<file path="config.mk">
export PLATFORM = sky130hd
export DESIGN_NAME = alu_cc_unit
export DESIGN_NICKNAME = d
export VERILOG_FILES = /design/src/rtl/alu_cc_unit.sv
export SDC_FILE = /design/constraint.sdc
export NUM_CORES = 1
export LEC_CHECK = 0
export BUFFER_PORTS_ARGS = -buffer_cell sky130_fd_sc_hd__buf_2
export CAP_MARGIN = 20
export CORE_UTILIZATION = 50
export CTS_CLUSTER_DIAMETER = 80
export DETAILED_ROUTE_END_ITERATION = 12
export MAX_ROUTING_LAYER = met4
export PLACE_DENSITY_LB_ADDON = 0.1
export SLEW_MARGIN = 15
export SYNTH_ARGS = -nofsm -noshare
export SYNTH_HDL_FRONTEND = slang
export SYNTH_SLANG_ARGS = --single-unit
</file>
<file path="constraint.sdc">
create_clock -name clk -period 4.4 [get_ports clk]
set_clock_uncertainty 0.1 [all_clocks]
set_input_delay 0.88 -clock clk [delete_from_list [all_inputs] [get_ports clk]]
set_output_delay 0.88 -clock clk [all_outputs]
set_load 0.05 [all_outputs]
</file>
<file path="src/rtl/alu_cc_unit.sv">
module alu_cc_unit #(
  parameter int DW   = 32,
  parameter int IMMW = 22
) (
  input  logic            clk,
  input  logic            rst_n,
  input  logic            exec_i,
  input  logic [5:0]      opcode_i,
  input  logic [DW-1:0]   a_i,
  input  logic [DW-1:0]   b_i,
  input  logic [IMMW-1:0] imm22_i,
  output logic [DW-1:0]   result_o,
  output logic [3:0]      flags_o,
  output logic            illegal_o
);
  localparam int SHW = $clog2(DW);
  localparam logic [5:0] OP_ADD   = 6'b010000;
  localparam logic [5:0] OP_AND   = 6'b010001;
  localparam logic [5:0] OP_OR    = 6'b010010;
  localparam logic [5:0] OP_NOR   = 6'b010110;
  localparam logic [5:0] OP_SRL   = 6'b100110;
  localparam logic [5:0] OP_SETHI = 6'b100100;

  logic [DW:0]   add_w;
  logic          add_v;
  logic          cc_op;
  logic [1:0]    vc_next;

  assign add_w = {1'b0, a_i} + {1'b0, b_i};
  assign add_v = (a_i[DW-1] == b_i[DW-1]) && (add_w[DW-1] != a_i[DW-1]);

  always_comb begin
    result_o  = '0;
    cc_op     = 1'b0;
    vc_next   = 2'b00;
    illegal_o = 1'b0;
    case (opcode_i)
      OP_ADD:   begin result_o = add_w[DW-1:0]; cc_op = 1'b1; vc_next = {add_v, add_w[DW]}; end
      OP_AND:   begin result_o = a_i & b_i;     cc_op = 1'b1; end
      OP_OR:    begin result_o = a_i | b_i;     cc_op = 1'b1; end
      OP_NOR:   begin result_o = ~(a_i | b_i);  cc_op = 1'b1; end
      OP_SRL:   result_o = a_i >> b_i[SHW-1:0];
      OP_SETHI: result_o = {imm22_i, {(DW-IMMW){1'b0}}};
      default:  illegal_o = 1'b1;
    endcase
  end

  always_ff @(posedge clk or negedge rst_n) begin
    if (!rst_n)
      flags_o <= '0;
    else if (exec_i && cc_op)
      flags_o <= {result_o[DW-1], result_o == '0, vc_next};
  end
endmodule

</file>
==> out/qor.yml <==
pwr:
  p_leak_nw: 3.81
  p_clk_frac: 0.078
  power_density_nw_per_um2: 132
  p_total_mw: 1.00
  comb_power_share: 0.883
  seqPwrFrac: 0.040
  switching_share: 0.521
  power.switching_mw: 0.523
  irDropWorstVdd_v: 0.000181
  power.internal_mw: 0.481
grt:
  use_met3: 0.0405
  grt_max_degree: 30
  top_usage_layer: "met2"
  met1_usage: 0.575
  grt_usage: 0.434
  grt_pass1_wl_um: 37400
  gr-total-overflow: 0
  grt_pass1_vias: 7069
  antenna_found_initial: 1
  gr-usage-met2: 0.687
logic_synthesis:
  synth-xor-area-share: 0.0305
  syn-num-nets: 940
  synthAdderAreaFrac: 0.150
  yosys.area_share.simple: 0.226
  synth_top_family_by_area: "compound AO/OA/AOI/OAI gates"
  synth-edff-count: 0
  ys_ff_latch: 4
  ys_async_sr_fraction: 1.00
  muxShareOfSynthArea: 0.149
  synth-main-ff-cell: "dfrtp_1"
  netlist_instances: 780
  syn_area_sq_um: 5460
  syn_avg_cell_area_sq_um: 7.00
  synth_compound_area_frac: 0.332
  ys_seq_area_frac: 0.0183
  ys.warnings.count: 0
  ys_types: 79
sta:
  whs_ns: 0.360
  rsz0062_at_grt: "true"
  finalHoldViolCount: 0
  fmax_mhz: 220
  post-route-min-period_ns: 4.55
  fin_crit_sh: 1.03
  tightest_slew_ns: 0.771
  relSlewSlack: 0.471
  setup_tns_ns: -0.247
  setup_ws_ns: -0.149
  finalMaxSlewViolations: 0
  setup_viol: 4
cts:
  cts_hold_buf: 0
  cts_root_buffer: "clkbuf_8"
  htreeDepth: 1
  clock_latency_ns: 0.22
  clockBufferDepth: 2
  clock_sinks: 4
  cts_tree: "done"
  clk_pin_slew_worst_paths_ns: 0.03
  cts-buffers-inserted: 3
drt:
  drt_pass1_iterations: 6
  drc: 0
  via_per_inst: 6.60
  drtIter0Drc: 939
  routed_wl_um: 24400
  wire_per_inst_um: 21.3
  antenna_left: 0
  vias: 7555
floorplanning:
  start_util: 0.522
  dieHeight_um: 107
  die_w_um: 107
  die_area_sq_um: 11300
  rows: 37
  core_area_sq_um: 10500
  io_pins: 132
setup_path:
  startpoint_type: "input port"
  crit_arrival_ns: 3.57
  reg2reg_slack_ns: 3.56
  worstPathRequired_ns: 3.42
  cp-end-kind: "output pin"
  worst-setup-path-type: "in -> out"
  cp_max_fo: 4
finish:
  utilization: 0.729
  final_area_sq_um: 7620
  layout.nets: 1169
  drive_above_1_share: 0.358
  area_delta_synth_final_pct: 39.6
  largest_register_ffs: 4
  regMostFlops: "flags_o"
  reg_top3: "flags_o: 4 flops"
run:
  max_cap_viol_count: 0
run_status:
  outcome: "finished with violations"
  violations: "setup timing"
place:
  hpwl_um: 19800
  gp_congestion: 1.01
  placed_area_sq_um: 7210
  portBuffers: 131
hold_path:
  worst_hold_path_type: "in -> async"
==> metal layers <==
layer,up-vias,wire (um)
met2,569,11000
met3,78,2720
met5,-,0
li1,3393,-
met1,3515,9680
met4,0,971
==> cell usage after synthesis (9+ instances only) <==
library cell	count	area, sq um
and3_1	9	56.3
nand4_1	9	56.3
nand3_1	19	95.1
a221oi_1	15	131
a21oi_1	52	260
a221o_1	9	90.1
a211oi_1	14	105
ha_1	64	801
nor2_1	54	203
mux2_2	14	158
nand2b_1	10	62.6
xnor2_1	12	105
clkbuf_1	20	75.1
inv_1	69	259
nor3_1	14	70.1
o21ai_0	51	255
o211ai_1	16	120
nand2_1	86	323
a22oi_1	15	113
mux4_2	15	338
buf_2	21	105
a21o_1	18	135
mux2i_1	25	250
a31oi_1	9	56.3
==> final timing paths <==
check | startpoint | to | cells past startpoint
worst min-delay path | rst_n | flags_o[2] | 1
worst max-delay path | b_i[1] | result_o[31] | 14
min in group clk | flags_o[1] | flags_o[1] | 2
worst min register to register | flags_o[1] | flags_o[1] | 2
max in group asynchronous | rst_n | flags_o[0] | 1
worst max register to register | flags_o[3] | flags_o[3] | 1
==> final cells by class <==
class | count | area (sq um)
fill | 913 | 2840
clock buffer | 3 | 41.3
sequential | 4 | 100
tap | 136 | 170
antenna | 1 | 2.50
timing repair buffer | 272 | 1870
inverter | 72 | 298
multi-input combinational | 656 | 5140
==> stage by stage <==
stage          worst slack, ns  instances
2_1_floorplan           -0.442        780
3_3_place_gp            -0.328       1134
3_5_place_dp            -0.422       1134
4_1_cts                -0.0617       1138
5_1_grt                 -0.189       1144
6_report                -0.149       1144
==> power groups by stage <==
stage / sequential, mW / combinational [mW] / clock, mW
after floorplan: 0.0465 / 0.480 / 0
after global placement: 0.0400 / 0.790 / 0
after detailed placement: 0.0402 / 0.805 / 0
after CTS: 0.0398 / 0.830 / 0.0792
after global routing: 0.0400 / 0.941 / 0.0816
final: 0.0398 / 0.887 / 0.0779
==> cells in the final DEF, fill, tap and decap left out, types with 16 or more instances in the layout <==
| master | n |
|---|---|
| a21o_1 | 18 |
| a21oi_1 | 45 |
| buf_2 | 116 |
| buf_4 | 139 |
| ha_1 | 57 |
| inv_1 | 67 |
| mux2i_1 | 25 |
| nand2_1 | 86 |
| nand3_1 | 19 |
| nor2_1 | 54 |
| o211ai_1 | 16 |
| o21ai_0 | 41 |
==> cell families (layout without fill, tap and decap cells) <==
kind of cell / after synthesis / after routing
AO/OA/AOI/OAI: 264 / 264
other: 0 / 1
adder cells (fa/ha/maj): 65 / 65
multiplexers: 58 / 58
flip-flops: 4 / 4
buffers and inverters: 120 / 347
XOR/XNOR: 19 / 19
AND/OR/NAND/NOR: 250 / 250
==> what timing repair did <==
| item | CTS | global route |
|---|---|---|
| resized for setup | 35 | 41 |
| pin swaps | 5 | 9 |
| setup endpoints to repair | 14 | 17 |
| endpoints found under the hold margin | 0 | 0 |
| buffers inserted | 1 | 5 |
| cloned | 0 | 0 |
==> critical path: stages <==
cell      delay (ns)
buf_12          0.12
inv_12          0.05
ha_4            0.19
a211o_1         0.28
a211o_1         0.33
nand2_1         0.10
a21oi_2         0.06
a221o_1         0.40
a31oi_4         0.24
a31o_4          0.21
a21oi_4         0.06
xnor2_1         0.13
o211ai_1        0.25
buf_4           0.26
Note: power is estimated with default switching activity, not from simulation.
